## config.mk

```make
export PLATFORM = sky130hd
export DESIGN_NAME = core_tick_timer
export DESIGN_NICKNAME = d
export VERILOG_FILES = /design/src/rtl/tt_pkg.sv /design/src/rtl/tt_rst_sync.sv /design/src/rtl/tt_regs.sv /design/src/rtl/tt_prescaler.sv /design/src/rtl/tt_intcnt.sv /design/src/rtl/core_tick_timer.sv
export SDC_FILE = /design/constraint.sdc
export NUM_CORES = 1
export LEC_CHECK = 0
export BUFFER_PORTS_ARGS = -buffer_cell sky130_fd_sc_hd__buf_2
export CAP_MARGIN = 20
export CORE_MARGIN = 4
export CORE_UTILIZATION = 30
export DETAILED_ROUTE_END_ITERATION = 6
export PLACE_DENSITY = 0.45
export SETUP_SLACK_MARGIN = 0.3
export SLEW_MARGIN = 20
export SYNTH_ARGS = -nofsm -noshare
export SYNTH_HDL_FRONTEND = slang
export SYNTH_SLANG_ARGS = --single-unit
```

## constraint.sdc

```tcl
create_clock -name clk -period 3.9 [get_ports clk]
set_input_delay 0.39 -clock clk [delete_from_list [all_inputs] [get_ports clk]]
set_output_delay 0.39 -clock clk [all_outputs]
set_load 0.005 [all_outputs]
```

## src/rtl/tt_pkg.sv

```systemverilog
package tt_pkg;

  localparam logic [7:0] OFF_TICK_BUF = 8'h00;
  localparam logic [7:0] OFF_INT_BUF  = 8'h08;
  localparam logic [7:0] OFF_CTRL     = 8'h20;
  localparam logic [7:0] OFF_FLAG     = 8'h30;
  localparam logic [7:0] OFF_IEN      = 8'h34;
  localparam logic [7:0] OFF_CONFIRM  = 8'h40;

  // confirmation bits that exist: 0 tick buffer, 1 interrupt buffer, 3 control
  localparam logic [3:0] CONFIRM_USED = 4'b1011;

  typedef struct packed {
    logic interval;  // bit 2
    logic int_run;   // bit 1
    logic tmr_run;   // bit 0
  } ctrl_t;

endpackage

```

## src/rtl/tt_rst_sync.sv

```systemverilog
module tt_rst_sync #(
  parameter int STAGES = 2
) (
  input  logic clk,
  input  logic rst_n,
  output logic rst_n_sync
);

  logic [STAGES-1:0] chain_q;

  always_ff @(posedge clk or negedge rst_n) begin
    if (!rst_n) chain_q <= '0;
    else        chain_q <= {chain_q[STAGES-2:0], 1'b1};
  end

  assign rst_n_sync = chain_q[STAGES-1];

endmodule

```

## src/rtl/tt_regs.sv

```systemverilog
module tt_regs
  import tt_pkg::*;
#(
  parameter int DATA_W = 32,
  parameter int TICK_W = 32,
  parameter int ICNT_W = 31
) (
  input  logic              clk,
  input  logic              rst_n,
  input  logic              wr_en,
  input  logic              sel,
  input  logic [7:0]        offset,
  input  logic [DATA_W-1:0] wdata,
  input  logic              expire,
  output logic [DATA_W-1:0] rdata,
  output logic [TICK_W-1:0] tick_buf,
  output logic [ICNT_W-1:0] int_buf,
  output ctrl_t             ctrl,
  output logic              int_en,
  output logic              flag
);

  localparam int UPD_BIT = DATA_W - 1;

  logic hit_tb, hit_ib, hit_ct, hit_fl, hit_en, hit_cf;
  logic [TICK_W-1:0] tick_buf_n;
  logic [ICNT_W-1:0] int_buf_n;
  ctrl_t             ctrl_n;
  logic              int_en_n, flag_n;
  logic [3:0]        conf_set;
  logic [3:0]        confirm;

  always_comb begin
    hit_tb = wr_en && sel && (offset == OFF_TICK_BUF);
    hit_ib = wr_en && sel && (offset == OFF_INT_BUF) && wdata[UPD_BIT];
    hit_ct = wr_en && sel && (offset == OFF_CTRL);
    hit_fl = wr_en && sel && (offset == OFF_FLAG);
    hit_en = wr_en && sel && (offset == OFF_IEN);
    hit_cf = wr_en && sel && (offset == OFF_CONFIRM);
  end

  always_comb begin
    tick_buf_n = hit_tb ? wdata[TICK_W-1:0] : tick_buf;
    int_buf_n  = hit_ib ? wdata[ICNT_W-1:0] : int_buf;
    ctrl_n     = hit_ct ? ctrl_t'(wdata[2:0]) : ctrl;
    int_en_n   = hit_en ? wdata[0] : int_en;
    flag_n     = expire | (flag & ~(hit_fl & wdata[0]));
    conf_set   = {hit_ct, 1'b0, hit_ib, hit_tb};
  end

  always_ff @(posedge clk or negedge rst_n) begin
    if (!rst_n) begin
      tick_buf <= '0;
      int_buf  <= '0;
      ctrl     <= '0;
      int_en   <= 1'b0;
      flag     <= 1'b0;
    end else begin
      tick_buf <= tick_buf_n;
      int_buf  <= int_buf_n;
      ctrl     <= ctrl_n;
      int_en   <= int_en_n;
      flag     <= flag_n;
    end
  end

  for (genvar k = 0; k < 4; k++) begin : g_confirm
    if (CONFIRM_USED[k]) begin : g_bit
      logic bit_n;
      always_comb bit_n = conf_set[k] | (confirm[k] & ~(hit_cf & wdata[k]));
      always_ff @(posedge clk or negedge rst_n) begin
        if (!rst_n) confirm[k] <= 1'b0;
        else        confirm[k] <= bit_n;
      end
    end else begin : g_none
      assign confirm[k] = 1'b0;
    end
  end

  always_comb begin
    rdata = '0;
    if (sel) begin
      case (offset)
        OFF_TICK_BUF: rdata = DATA_W'(tick_buf);
        OFF_INT_BUF:  rdata = DATA_W'(int_buf);
        OFF_CTRL:     rdata = DATA_W'(ctrl);
        OFF_FLAG:     rdata = DATA_W'(flag);
        OFF_IEN:      rdata = DATA_W'(int_en);
        OFF_CONFIRM:  rdata = DATA_W'(confirm);
        default:      rdata = '0;
      endcase
    end
  end

  assert_flag_set_R6: assert property (@(posedge clk) disable iff (!rst_n)
    expire |=> flag);

  assert_int_buf_ignore_R4: assert property (@(posedge clk) disable iff (!rst_n)
    (wr_en && sel && offset == OFF_INT_BUF && !wdata[UPD_BIT]) |=> $stable(int_buf));

  assert_confirm_ctrl_R10: assert property (@(posedge clk) disable iff (!rst_n)
    (wr_en && sel && offset == OFF_CTRL) |=> confirm[3]);

endmodule

```

## src/rtl/tt_prescaler.sv

```systemverilog
module tt_prescaler #(
  parameter int TICK_W = 32
) (
  input  logic              clk,
  input  logic              rst_n,
  input  logic              run,
  input  logic              load,
  input  logic [TICK_W-1:0] tick_buf,
  output logic              tick
);

  logic [TICK_W-1:0] cnt_q, cnt_n;

  always_comb begin
    tick  = run && (cnt_q == '0);
    cnt_n = cnt_q;
    if (load)      cnt_n = tick_buf;
    else if (tick) cnt_n = tick_buf;
    else if (run)  cnt_n = cnt_q - 1'b1;
  end

  always_ff @(posedge clk or negedge rst_n) begin
    if (!rst_n) cnt_q <= '0;
    else        cnt_q <= cnt_n;
  end

  assert_tick_reload_R3: assert property (@(posedge clk) disable iff (!rst_n)
    tick |=> (cnt_q == $past(tick_buf)));

  assert_prescale_freeze_R11: assert property (@(posedge clk) disable iff (!rst_n)
    (!run && !load) |=> $stable(cnt_q));

endmodule

```

## src/rtl/tt_intcnt.sv

```systemverilog
module tt_intcnt #(
  parameter int ICNT_W = 31
) (
  input  logic              clk,
  input  logic              rst_n,
  input  logic              tick,
  input  logic              int_run,
  input  logic              interval,
  input  logic              load,
  input  logic [ICNT_W-1:0] int_buf,
  output logic              expire
);

  localparam logic [ICNT_W-1:0] ONE = ICNT_W'(1);

  logic [ICNT_W-1:0] cnt_q, cnt_n;
  logic              active_q, active_n;
  logic              step;

  always_comb begin
    step     = tick && int_run && active_q && !load;
    expire   = step && (cnt_q <= ONE);
    cnt_n    = cnt_q;
    active_n = active_q;
    if (load) begin
      cnt_n    = int_buf;
      active_n = 1'b1;
    end else if (expire) begin
      if (interval) begin
        cnt_n = int_buf;
      end else begin
        cnt_n    = '0;
        active_n = 1'b0;
      end
    end else if (step) begin
      cnt_n = cnt_q - ONE;
    end
  end

  always_ff @(posedge clk or negedge rst_n) begin
    if (!rst_n) begin
      cnt_q    <= '0;
      active_q <= 1'b0;
    end else begin
      cnt_q    <= cnt_n;
      active_q <= active_n;
    end
  end

  assert_oneshot_halt_R7: assert property (@(posedge clk) disable iff (!rst_n)
    (expire && !interval) |=> !active_q);

  assert_int_freeze_R11: assert property (@(posedge clk) disable iff (!rst_n)
    (!int_run && !load) |=> $stable(cnt_q));

endmodule

```

## src/rtl/core_tick_timer.sv

```systemverilog
module core_tick_timer
  import tt_pkg::*;
#(
  parameter int CORE_IDX = 0,
  parameter int ADDR_W   = 12,
  parameter int DATA_W   = 32,
  parameter int TICK_W   = 32,
  parameter int ICNT_W   = 31
) (
  input  logic              clk,
  input  logic              rst_n,
  input  logic              wr_en,
  input  logic [ADDR_W-1:0] addr,
  input  logic [DATA_W-1:0] wdata,
  output logic [DATA_W-1:0] rdata,
  output logic              irq
);

  localparam logic [ADDR_W-1:0] WIN_BASE = ADDR_W'(32'h300 + 32'h100 * CORE_IDX);

  logic              rst_n_s;
  logic              sel;
  logic [7:0]        offset;
  logic [TICK_W-1:0] tick_buf;
  logic [ICNT_W-1:0] int_buf;
  ctrl_t             ctrl, ctrl_wr;
  logic              int_en, flag, tick, expire;
  logic              ctrl_hit, tmr_load, int_load;

  tt_rst_sync #(.STAGES(2)) rst_sync_i (
    .clk        (clk),
    .rst_n      (rst_n),
    .rst_n_sync (rst_n_s)
  );

  always_comb begin
    sel      = (addr[ADDR_W-1:8] == WIN_BASE[ADDR_W-1:8]);
    offset   = addr[7:0];
    ctrl_wr  = ctrl_t'(wdata[2:0]);
    ctrl_hit = wr_en && sel && (offset == OFF_CTRL);
    tmr_load = ctrl_hit && ctrl_wr.tmr_run && !ctrl.tmr_run;
    int_load = ctrl_hit && ctrl_wr.int_run &&
               (!ctrl.int_run || (ctrl_wr.tmr_run && !ctrl.tmr_run));
  end

  tt_regs #(.DATA_W(DATA_W), .TICK_W(TICK_W), .ICNT_W(ICNT_W)) regs_i (
    .clk      (clk),
    .rst_n    (rst_n_s),
    .wr_en    (wr_en),
    .sel      (sel),
    .offset   (offset),
    .wdata    (wdata),
    .expire   (expire),
    .rdata    (rdata),
    .tick_buf (tick_buf),
    .int_buf  (int_buf),
    .ctrl     (ctrl),
    .int_en   (int_en),
    .flag     (flag)
  );

  tt_prescaler #(.TICK_W(TICK_W)) presc_i (
    .clk      (clk),
    .rst_n    (rst_n_s),
    .run      (ctrl.tmr_run),
    .load     (tmr_load),
    .tick_buf (tick_buf),
    .tick     (tick)
  );

  tt_intcnt #(.ICNT_W(ICNT_W)) icnt_i (
    .clk      (clk),
    .rst_n    (rst_n_s),
    .tick     (tick),
    .int_run  (ctrl.int_run),
    .interval (ctrl.interval),
    .load     (int_load),
    .int_buf  (int_buf),
    .expire   (expire)
  );

  assign irq = flag & int_en;

  assert_flag_clear_R8: assert property (@(posedge clk) disable iff (!rst_n_s)
    (wr_en && sel && offset == OFF_FLAG && wdata[0] && !expire) |=> !flag);

  assert_outside_ctrl_R1: assert property (@(posedge clk) disable iff (!rst_n_s)
    (wr_en && !sel) |=> $stable(ctrl));

endmodule

```

==> results of run 1 <==
==> cell families after synthesis <==
| group | Yosys count |
|---|---|
| compound gates | 177 |
| xor+xnor | 9 |
| fa+ha+maj | 4 |
| buf+inv | 64 |
| flops | 137 |
| mux | 83 |
| other cells | 1 |
| simple gates | 329 |
==> final timing paths <==
check                                         to             startpoint  slack [ns]  cells past startpoint
max                             icnt_i.cnt_q[26]      presc_i.cnt_q[20]        0.63                      7
min                          regs_i.tick_buf[11]              wdata[11]        0.20                      3
max reg2reg                     icnt_i.cnt_q[26]      presc_i.cnt_q[20]        0.63                      7
min reg2reg                rst_sync_i.chain_q[1]  rst_sync_i.chain_q[0]        0.36                      0
max in group asynchronous      presc_i.cnt_q[12]  rst_sync_i.chain_q[1]        2.85                      1
min in group asynchronous  rst_sync_i.chain_q[1]                  rst_n        0.28                      2
==> power breakdown <==
group	internal, mW	total [mW]	switching (mW)
sequential	1.43	1.44	0.00893
clock	0.965	1.64	0.672
combinational	0.0350	0.0992	0.0642
==> cells in the final DEF (no fill, tap or decap), types with 7 or more instances in the layout <==
master and instances:
or4_1 12, or2_2 8, mux2i_1 15, nand3_1 40, buf_4 33, clkbuf_16 17, buf_2 80, o21ai_0 39
a21oi_1 22, dfrtp_1 136, nand4_1 16, and2_1 12, a22oi_1 38, or3_1 10, a31oi_1 7, nor4_1 22
inv_1 15, nor3_1 30, nor2_1 78, and3_1 7, nand2_1 69, mux2_2 68
==> routing by layer <==
metal | global-route usage | up-vias | wire length, microns
met5 | 0 | - | 8
met4 | 0.0508 | 2 | 389
met3 | 0.0328 | 20 | 1080
met2 | 0.283 | 157 | 11400
met1 | 0.260 | 3351 | 12300
li1 | - | 3169 | -
==> stage by stage <==
step | cell area (sq um) | setup slack (ns) | hold slack (ns)
floorplan | 7650 | 1.06 | 0.0944
global placement | 8590 | 0.709 | 0.177
detailed placement | 8590 | 0.653 | 0.178
CTS | 9190 | 0.635 | 0.176
global route | 9190 | 0.455 | 0.192
finish | 9190 | 0.625 | 0.196
==> cells in the mapped netlist (all sizes together) (16+ instances only) <==
cell and number:
a21oi 23, nor4 23, nor2 79, nand2 69, a22oi 38, nand3 40
mux2 68, nor3 30, o21ai 41, nand4 16, dfrtp 137, clkbuf 41
==> state kept, by name, indices dropped and copies added, names as in the netlist <==
register	cells
presc_i.cnt_q	32
regs_i.tick_buf	32
icnt_i.cnt_q	31
regs_i.int_buf	31
regs_i.confirm	3
regs_i.ctrl	3
rst_sync_i.chain_q	2
icnt_i.active_q	1
regs_i.flag	1
regs_i.int_en	1
==> final cells by class <==
type | instances | area [sq um]
clock buffers | 19 | 443
clock inverters | 13 | 144
fillers | 2661 | 15900
inverters | 15 | 56.3
multi-input cells | 603 | 4010
flip-flops and latches | 137 | 3430
well taps | 330 | 413
repair buffers | 116 | 698
==> worst min-delay path, stage by stage <==
cell and delay, ns:
buf_2 0.09, nand2_1 0.04, o21ai_0 0.06
==> qor.txt, run 1 <==
Setup Fix Bufs, Post-CTS - 0
ANT nets after route - 0
Syn Nets - 855
largest family of logic cells by synthesized area - simple AND/OR/NAND/NOR gates
post-detail-place hpwl - 18,100 microns
Post-CTS Hold Buffers - 1
Synth area leader - dfrtp_1
CP endpoint kind - register
cts repair resizes - 0
register bit total from synthesis - 137
antenna violations before repair - 1
root buffer cell - clkbuf_16
fin nets - 941
first-pass iteration count of the detailed router - 4
Buffers & Inverters on Critical Path - 1
Area growth syn-to-layout - 20.1%
syn avg cell area - 9.52 sq um
Die X - 168 microns
Final TNS setup - 0 ns
overflow left after global routing - 0
die area - 0.0281 sq mm
die height - 168 microns
worst setup path category - register to register
Tcrit/Tclk final - 0.840
final wirelength - 25,200 microns
worst ir drop on vdd - 0.152 mV
Slew @ Worst Pin - 1.03 ns
Startpoint Class - register
All-Layer GR Usage - 0.182
worst-skew pair later-pin latency - 0.42 ns
max_slew headroom - 0.307
RSZ-0062 raised after global routing - false
largest net degree at the start of global routing - 136
crit path DAT - 3.58 ns
Tot Pwr - 3.17 mW
PortBufs - 79
Routability Congestion - 0.837
initial DRC count - 343
CP max-delay cell - or4_1
Final Hold Vio Count - 0
Vias - 6,699
core outline area - 0.0251 sq mm
CTS Buf Count - 17
register area share after synthesis - 0.448
fmax - 305 MHz
vias per inst - 5.43
CTS H-tree lvls - 4
layout cells sized above 1 - 0.265
Area contributors post-synth - dfrtp_1, mux2_2, nor2_1, a22oi_1, nand2_1
Synth Area in Adders - 0.00654
Yosys warning count - 0
row cnt - 58
crit-path max FO - 10
outcome - finished clean
Antenna Cells - 0
Slew Limit Fails - 0
first-pass GRT wire length - 40,200 microns
Avg WL per Cell - 20.4 microns
initial core utilization - 0.305
Min Clock Period, post-route - 3.27 ns
Post-Synth XOR/XNOR Area - 0.0103
unique cell type count in the Yosys netlist - 65
max-cap violation count - 0
simple-gate share of the synthesized area - 0.218
Mapped Area - 0.00765 sq mm
clk buf depth - 2
vias in the first global route - 6,841
placed cell count - 1,200
Most Frequent Cell on Critical Path - or4_1
Gate Count Post-Synth - 804
I/O pin count - 80
CP top delay family - simple AND/OR/NAND/NOR gates
critical path cell sequence - or3_1 > or4_1 > or4_1 > buf_4 > nor2_1 > nand2_1 > o311ai_0
clock sinks - 137
Compound-Gate Fraction of Synth Area - 0.163
final setup fails - 0
mux cell area share after synthesis - 0.120
fin util - 0.366
Reg clk slew, reported paths - 0.06 ns
slowest stage delay, CP - 0.74 ns
Pwr per Cell Area - 345 mW/mm^2
worst hold path class - primary input to register
Max Clock Skew - 0.00780 ns
final non-filler cell total - 1,233
post-synth top area share - 0.448
Leakage Power - 4.23 nW
number of flops mapped to enable cells by yosys - 0
FFs w/ async S/R, synth - 1.00
Required @ worst endpoint - 4.20 ns
TritonCTS clock tree - yes
DRC errors left - 0
Top FF cell, synth - dfrtp_1
No activity file was read; power rests on OpenSTA's default activity.
==> run 2: changes to the inputs <==
--- a/config.mk
+++ b/config.mk
@@ -10,7 +10,7 @@
 export CORE_MARGIN = 4
 export CORE_UTILIZATION = 30
 export DETAILED_ROUTE_END_ITERATION = 6
-export PLACE_DENSITY = 0.45
+export PLACE_DENSITY = 0.43
 export SETUP_SLACK_MARGIN = 0.3
 export SLEW_MARGIN = 20
 export SYNTH_ARGS = -nofsm -noshare
==> constraint.sdc (replaced) <==
create_clock -name clk -period 3.29 [get_ports clk]
set_input_delay 0.329 -clock clk [delete_from_list [all_inputs] [get_ports clk]]
set_output_delay 0.329 -clock clk [all_outputs]
set_load 0.005 [all_outputs]
==> run 2 against run 1 <==
Against the previous run: clock skew increased by 0.0059 ns; first-iteration DRC count rose by 32%; largest cell class unchanged; clock power up 40%; sequential cell count unchanged; global-route usage up 0.73 points; die area unchanged; wire length up 4.5%; maximum frequency increased by 11%; sequential power up 19%; critical endpoint is now icnt_i.cnt_q[21]; cell count up 1.7%.
==> qor.txt, run 2 (synthesized netlist as in run 1, its figures left out) <==
fin nets - 962 (+2.2%)
grt peak-use layer - met2
worst ir drop on vdd - 0.257 mV (+69%)
DRC errors left - 0 (unchanged)
Slew @ Worst Pin - 0.827 ns (-0.202 ns)
Slew Limit Fails - 0 (unchanged)
final wirelength - 26,400 microns (+4.5%)
placed cell count - 1,218 (+1.5%)
Die X - 168 microns (unchanged)
Min Hold Slack - 0.138 ns (-0.0578 ns)
antenna violations before repair - 0 (-1)
Switching Fraction - 0.227 (-0.00762)
first-pass iteration count of the detailed router - 4 (unchanged)
Most Frequent Cell on Critical Path - or4_4
Max Clock Skew - 0.0137 ns (+0.00588 ns)
vias in the first global route - 6,886 (+0.66%)
commonest non-fill, non-tap cell in the layout - dfrtp_1
initial DRC count - 453 (+32%)
worst-skew pair later-pin latency - 0.44 ns (+0.02 ns)
Leakage Power - 4.39 nW (+4.0%)
Gate power share - 0.026 (-0.005)
GR Util met3 - 0.0260 (-0.00685)
Internal - 3.18 mW (+31%)
Avg WL per Cell - 21.0 microns (+2.8%)
die height - 168 microns (unchanged)
Tot Pwr - 4.12 mW (+30%)
root buffer cell - clkbuf_16
CP max-delay cell - or4_4
PortBufs - 79 (unchanged)
met1 Resource Use GR - 0.270 (+0.00965)
Vias - 6,714 (+0.22%)
largest registers - presc_i.cnt_q: 32 flops, regs_i.tick_buf: 32 flops
CP endpoint kind - register
outcome - finished clean
fmax - 339 MHz (+11%)
TritonCTS clock tree - yes
first-pass GRT wire length - 41,400 microns (+2.9%)
Critical Path Start - presc_i.cnt_q[16]
CTS H-tree lvls - 4 (unchanged)
Routability Congestion - 0.812 (-3.0%)
met2 GRT Util - 0.301 (+0.0179)
vias per inst - 5.35 (-1.5%)
most frequent cells in the layout - dfrtp_1, buf_2, nor2_1, nand2_1, mux2_2
ANT nets after route - 0 (unchanged)
Pwr per Cell Area - 434 mW/mm^2 (+26%)
All-Layer GR Usage - 0.189 (+0.00728)
clk buf depth - 2 (unchanged)
crit-path max FO - 9 (-1)
max_slew headroom - 0.449 (+0.142)
Area growth syn-to-layout - 24.0%
RSZ-0062 raised after global routing - true
final non-filler cell total - 1,254 (+1.7%)
Reg clk slew, reported paths - 0.07 ns (about the same)
I/O pin count - 80 (unchanged)
worst setup path category - register to register
die area - 0.0281 sq mm (unchanged)
Worst Min Path Start - wdata[9]
Final TNS setup - 0 ns (unchanged)
Startpoint Class - register
overflow left after global routing - 0 (unchanged)
Min Clock Period, post-route - 2.95 ns (-0.320 ns)
Antenna Cells - 0 (unchanged)
slowest stage delay, CP - 0.57 ns (-0.17 ns)
row cnt - 58 (unchanged)
worst hold path class - primary input to register
layout cells sized above 1 - 0.285 (+0.0200)
max-cap violation count - 0 (unchanged)
Reg-to-Reg Start - presc_i.cnt_q[16]
crit path DAT - 3.27 ns (-0.31 ns)
clock sinks - 137 (unchanged)
Final Hold Vio Count - 0 (unchanged)
post-detail-place hpwl - 19,000 microns (+5.0%)
final setup fails - 0 (unchanged)
Required @ worst endpoint - 3.60 ns (-0.60 ns)
critical path cell sequence - or4_4 > or4_1 > or4_4 > nand2_1 > o21ai_0 > a211o_1
core outline area - 0.0251 sq mm (unchanged)
Sequential Power Share - 0.417 (-0.036)
sw power - 935 uW (+25%)
Tcrit/Tclk final - 0.898 (+0.0583)
initial core utilization - 0.305 (unchanged)
largest net degree at the start of global routing - 58 (-57%)
Clock Power Share - 0.556 (+0.040)
CTS Buf Count - 17 (unchanged)
==> run 2: changes by cell type in the layout (fill, tap and decap cells not counted), moves of 2 or more <==
cell and delta:
buf_4 +19, bufinv_16 +4, inv_8 +3, clkinv_2 -2, clkinvlp_4 -2, inv_6 -2, or4_1 -2, or4_4 +2
==> run 2: metrics by stage <==
stage | worst slack [ns] | cell area (sq um) | utilization
detailed placement | 0.0970 | 8740 | 0.348
floorplan | 0.451 | 7650 | -
global placement | 0.144 | 8740 | 0.348
finish | 0.336 | 9490 | 0.378
CTS | 0.323 | 9450 | 0.376
global route | 0.240 | 9490 | 0.378
==> run 2: cell type report <==
cell class / instances / area, sq um
Clock buffer: 17 / 425
Clock inverter: 15 / 264
Tap cell: 330 / 413
Fill cell: 2596 / 15600
Timing Repair Buffer: 137 / 875
Sequential cell: 137 / 3430
Inverter: 15 / 56.3
Multi-Input combinational cell: 603 / 4020
==> run 2: repair_timing <==
| item | 4_1_cts | 5_1_grt |
|---|---|---|
| setup endpoints to repair | 21 | 24 |
| hold buffers | 1 | 0 |
| endpoints found under the hold margin | 2 | 0 |
| pin swaps | 0 | 1 |
| setup buffers | 0 | 2 |
| gates cloned | 0 | 1 |
| gates resized for setup | 3 | 4 |
==> run 2: path summary, 6_finish.rpt <==
kind / end / slack, ns / depth (start not counted)
hold / removal: regs_i.int_buf[9] / 0.14 / 2
setup / recovery: icnt_i.cnt_q[21] / 0.34 / 6
min in group asynchronous: rst_sync_i.chain_q[1] / 0.20 / 2
setup reg to reg: icnt_i.cnt_q[21] / 0.34 / 6
max in group asynchronous: icnt_i.cnt_q[25] / 1.97 / 1
hold reg to reg: rst_sync_i.chain_q[1] / 0.36 / 0
==> run 2: metal layers <==
metal  part of all wire  wire [microns]
met1               0.49           13000
met2               0.46           12200
met3              0.030             796
met4              0.015             398
met5                  0               0
==> run 2: power groups by stage <==
stage / clock (mW) / sequential, mW / combinational, mW
3_5_place_dp: 0 / 1.75 / 0.110
2_1_floorplan: 0 / 1.75 / 0.0336
6_report: 2.29 / 1.72 / 0.109
4_1_cts: 2.33 / 1.72 / 0.112
5_1_grt: 2.40 / 1.72 / 0.125
3_3_place_gp: 0 / 1.75 / 0.111
==> run 2: critical path, delay by kind of cell (launching register included) <==
family / cells / cell delay [ns]
and+or+nand+nor: 4 / 1.93
AOI/OAI and AO/OA: 2 / 0.48
DFF: 1 / 0.42
==> run 3: changes to the inputs <==
--- a/config.mk
+++ b/config.mk
@@ -5,6 +5,7 @@
 export SDC_FILE = /design/constraint.sdc
 export NUM_CORES = 1
 export LEC_CHECK = 0
+export ABC_AREA = 1
 export BUFFER_PORTS_ARGS = -buffer_cell sky130_fd_sc_hd__buf_2
 export CAP_MARGIN = 20
 export CORE_MARGIN = 4
==> run 3 against run 2 <==
Against the previous run: via count rose by 28%; clock-buffer cell count rose by 1; hold slack improved by 0.0073 ns; sequential power rose by 12%; non-clock buffer count fell by 41; maximum frequency rose by 18%.
==> qor.txt, run 3 <==
outcome - finished clean
Yosys warning count - 0 (unchanged)
largest net degree at the start of global routing - 95 (+64%)
Mapped Area - 0.00902 sq mm (+18%)
final wirelength - 31,300 microns (+19%)
Routability Congestion - 0.864 (+6.4%)
Synth area leader - dfrtp_1
CTS H-tree lvls - 4 (unchanged)
commonest non-fill, non-tap cell in the layout - nand2_1
Setup Fix Bufs, Post-CTS - 0 (unchanged)
row cnt - 63 (+8.6%)
Die X - 181 microns (+8.2%)
mux cell area share after synthesis - 0.00125 (-0.118)
register area share after synthesis - 0.380 (-0.0680)
core outline area - 0.0296 sq mm (+18%)
Synth Area in Adders - 0.00555 (-0.000993)
DRC errors left - 0 (unchanged)
CP endpoint - rdata[13]
Gate Count Post-Synth - 1,369 (+70%)
Filler Cells Inserted - 3,355 (+29%)
final setup fails - 0 (unchanged)
die area - 0.0329 sq mm (+17%)
max_slew headroom - 0.488 (+0.0389)
die height - 181 microns (+8.2%)
clock sinks - 137 (unchanged)
fmax - 398 MHz (+18%)
grt peak-use layer - met2
RSZ-0062 raised after global routing - false
Final Hold Vio Count - 0 (unchanged)
reg2reg path depth - 10 (+4)
fin util - 0.351 (-0.0265)
CTS Buf Count - 17 (unchanged)
Vias - 8,594 (+28%)
Area growth syn-to-layout - 15.4%
worst-skew pair later-pin latency - 0.44 ns (about the same)
syn avg cell area - 6.59 sq um (-31%)
initial core utilization - 0.304 (-0.000356)
fin nets - 1,483 (+54%)
placed cell count - 1,802 (+48%)
Startpoint Class - primary input
ANT nets after route - 0 (unchanged)
initial DRC count - 488 (+7.7%)
unique cell type count in the Yosys netlist - 41 (-37%)
DP Worst Slack - 0.763 ns (+0.666 ns)
FFs w/ async S/R, synth - 1.00 (unchanged)
PortBufs - 79 (unchanged)
first-pass iteration count of the detailed router - 4 (unchanged)
register bit total from synthesis - 137 (unchanged)
crit-path max FO - 26 (+17)
Avg WL per Cell - 17.0 microns (-19%)
worst ir drop on vdd - 0.366 mV (+43%)
Pwr per Cell Area - 436 mW/mm^2 (+0.53%)
synth cell count leaders - nand2_1, inv_1, nor2_1
final non-filler cell total - 1,835 (+46%)
slowest stage delay, CP - 0.52 ns (-0.05 ns)
first-pass GRT wire length - 49,600 microns (+20%)
antenna violations before repair - 0 (unchanged)
RR Endpoint - icnt_i.active_q
CP endpoint kind - output pin
area of the multi-input gates - 0.00445 sq mm (+11%)
largest family of logic cells by synthesized area - simple AND/OR/NAND/NOR gates
most frequent cells in the layout - nand2_1, inv_1, nor2_1, dfrtp_1, nand3_1
number of flops mapped to enable cells by yosys - 0 (unchanged)
Reg clk slew, reported paths - 0.06 ns (about the same)
Min Hold Slack - 0.145 ns (+0.00729 ns)
met2 GRT Util - 0.287 (-0.0143)
Required @ worst endpoint - 2.96 ns (-0.64 ns)
Area contributors post-synth - dfrtp_1, nand2_1, inv_1, nand3_1, nor2_1
TritonCTS clock tree - yes
All-Layer GR Usage - 0.192 (+0.00284)
layout cells sized above 1 - 0.114 (-0.170)
fin worst setup slack - 0.777 ns (+0.442 ns)
worst setup path category - primary input to output pin
count leader, synth - nand2_1
CP max-delay cell - nor4_1
Syn Nets - 1,420 (+66%)
register area - 0.00343 sq mm (unchanged)
Reg-to-Reg Start - icnt_i.cnt_q[0]
max-cap violation count - 0 (unchanged)
largest registers - presc_i.cnt_q: 32 flops, regs_i.tick_buf: 32 flops
Compound-Gate Fraction of Synth Area - 0.0958 (-0.0675)
worst hold path class - primary input to register
Tcrit/Tclk final - 0.764 (-0.134)
met1 Resource Use GR - 0.283 (+0.0137)
vias in the first global route - 8,441 (+23%)
Top FF cell, synth - dfrtp_1
clk buf depth - 2 (unchanged)
Critical Path Start - addr[7]
Slew @ Worst Pin - 0.767 ns (-0.0594 ns)
vias per inst - 4.68 (-13%)
Slew Limit Fails - 0 (unchanged)
Max Clock Skew - 0.0113 ns (-0.00239 ns)
Post-Synth XOR/XNOR Area - 0.0369 (+0.0266)
Leakage Power - 4.86 nW (+11%)
simple-gate share of the synthesized area - 0.352 (+0.135)
crit path DAT - 2.18 ns (-1.09 ns)
Antenna Cells - 0 (unchanged)
GR Util met3 - 0.0304 (+0.00448)
overflow left after global routing - 0 (unchanged)
Final TNS setup - 0 ns (unchanged)
critical path cell sequence - buf_2 > nor2_1 > nand3_1 > nor4_1 > nor3_1 > nand2_1 > nand2_2 > nor2_1 > buf_2
Min Clock Period, post-route - 2.51 ns (-0.442 ns)
post-synth top area share - 0.380 (-0.0680)
Reg2Reg Setup Slack - 0.88 ns (+0.54 ns)
I/O pin count - 80 (unchanged)
post-detail-place hpwl - 22,300 microns (+18%)
root buffer cell - clkbuf_16
-- run 3: cell count changes after synthesis, moves of 17 or more --
cell / before / now
xor2_1: 4 / 36
clkbuf_1: 41 / 24
inv_1: 15 / 227
o21ai_0: 39 / 75
o22ai_1: 0 / 46
nand2_1: 69 / 417
nor4_1: 23 / 1
a22oi_1: 38 / 0
mux2_2: 68 / 1
nor2_1: 79 / 144
nand3_1: 40 / 126
o21ai_1: 2 / 19
nor3_1: 30 / 9
-- run 3: worst max-delay path, delay by kind of cell --
family | cells | cell delay (ns)
buffers and inverters | 2 | 0.29
AND/OR/NAND/NOR | 7 | 1.54
-- run 3: cell families (layout without fill, tap and decap cells) --
group                    count (synthesis)  in the layout
adder cells (fa/ha/maj)                  4              4
XOR/XNOR                                38             38
other                                    1              1
buffers and inverters                  285            361
AO/OA/AOI/OAI                          161            161
multiplexers                             1              1
flip-flops                             137            137
AND/OR/NAND/NOR                        742            742
-- run 3: routing by layer --
metal  vias up  wire length [microns]
met4         0                    794
li1       4369                      -
met3        30                   1290
met1      4011                  15700
met5         -                      0
met2       184                  13500
-- run 3: metrics by stage --
stage / power, mW / cell area, sq um
floorplan: 2.29 / 9020
global placement: 2.45 / 9770
detailed placement: 2.45 / 9770
CTS: 4.59 / 10400
global route: 4.77 / 10400
finish: 4.54 / 10400
-- run 3: timing repair --
action,CTS,global route
gates resized for setup,0,0
endpoints found under the hold margin,2,0
hold buffers,1,0
-- run 3: layout make-up --
class,instances,area share
clock inverters,14,0.0186
inverters,233,0.0843
flip-flops and latches,137,0.330
repair buffers,96,0.0517
well taps,390,0.0469
clock buffers,18,0.0422
multi-input cells,947,0.427
-- run 3: worst min path at each step --
stage / start / endpoint / cells past startpoint
floorplan: rst_n / rst_sync_i.chain_q[0] / 0
global placement: rst_n / rst_sync_i.chain_q[0] / 1
detailed placement: rst_n / rst_sync_i.chain_q[0] / 1
CTS: wdata[8] / regs_i.int_buf[8] / 3
global route: wdata[8] / regs_i.int_buf[8] / 3
finish: wdata[8] / regs_i.int_buf[8] / 3
-- run 3: power breakdown --
| part | total [mW] | leakage, nW | internal [mW] | switching [mW] |
|---|---|---|---|---|
| logic | 0.504 | 2.94 | 0.189 | 0.315 |
| registers | 1.92 | 1.61 | 1.79 | 0.131 |
| clock network | 2.12 | 0.307 | 1.29 | 0.827 |
| total | 4.54 | 4.86 | 3.27 | 1.27 |
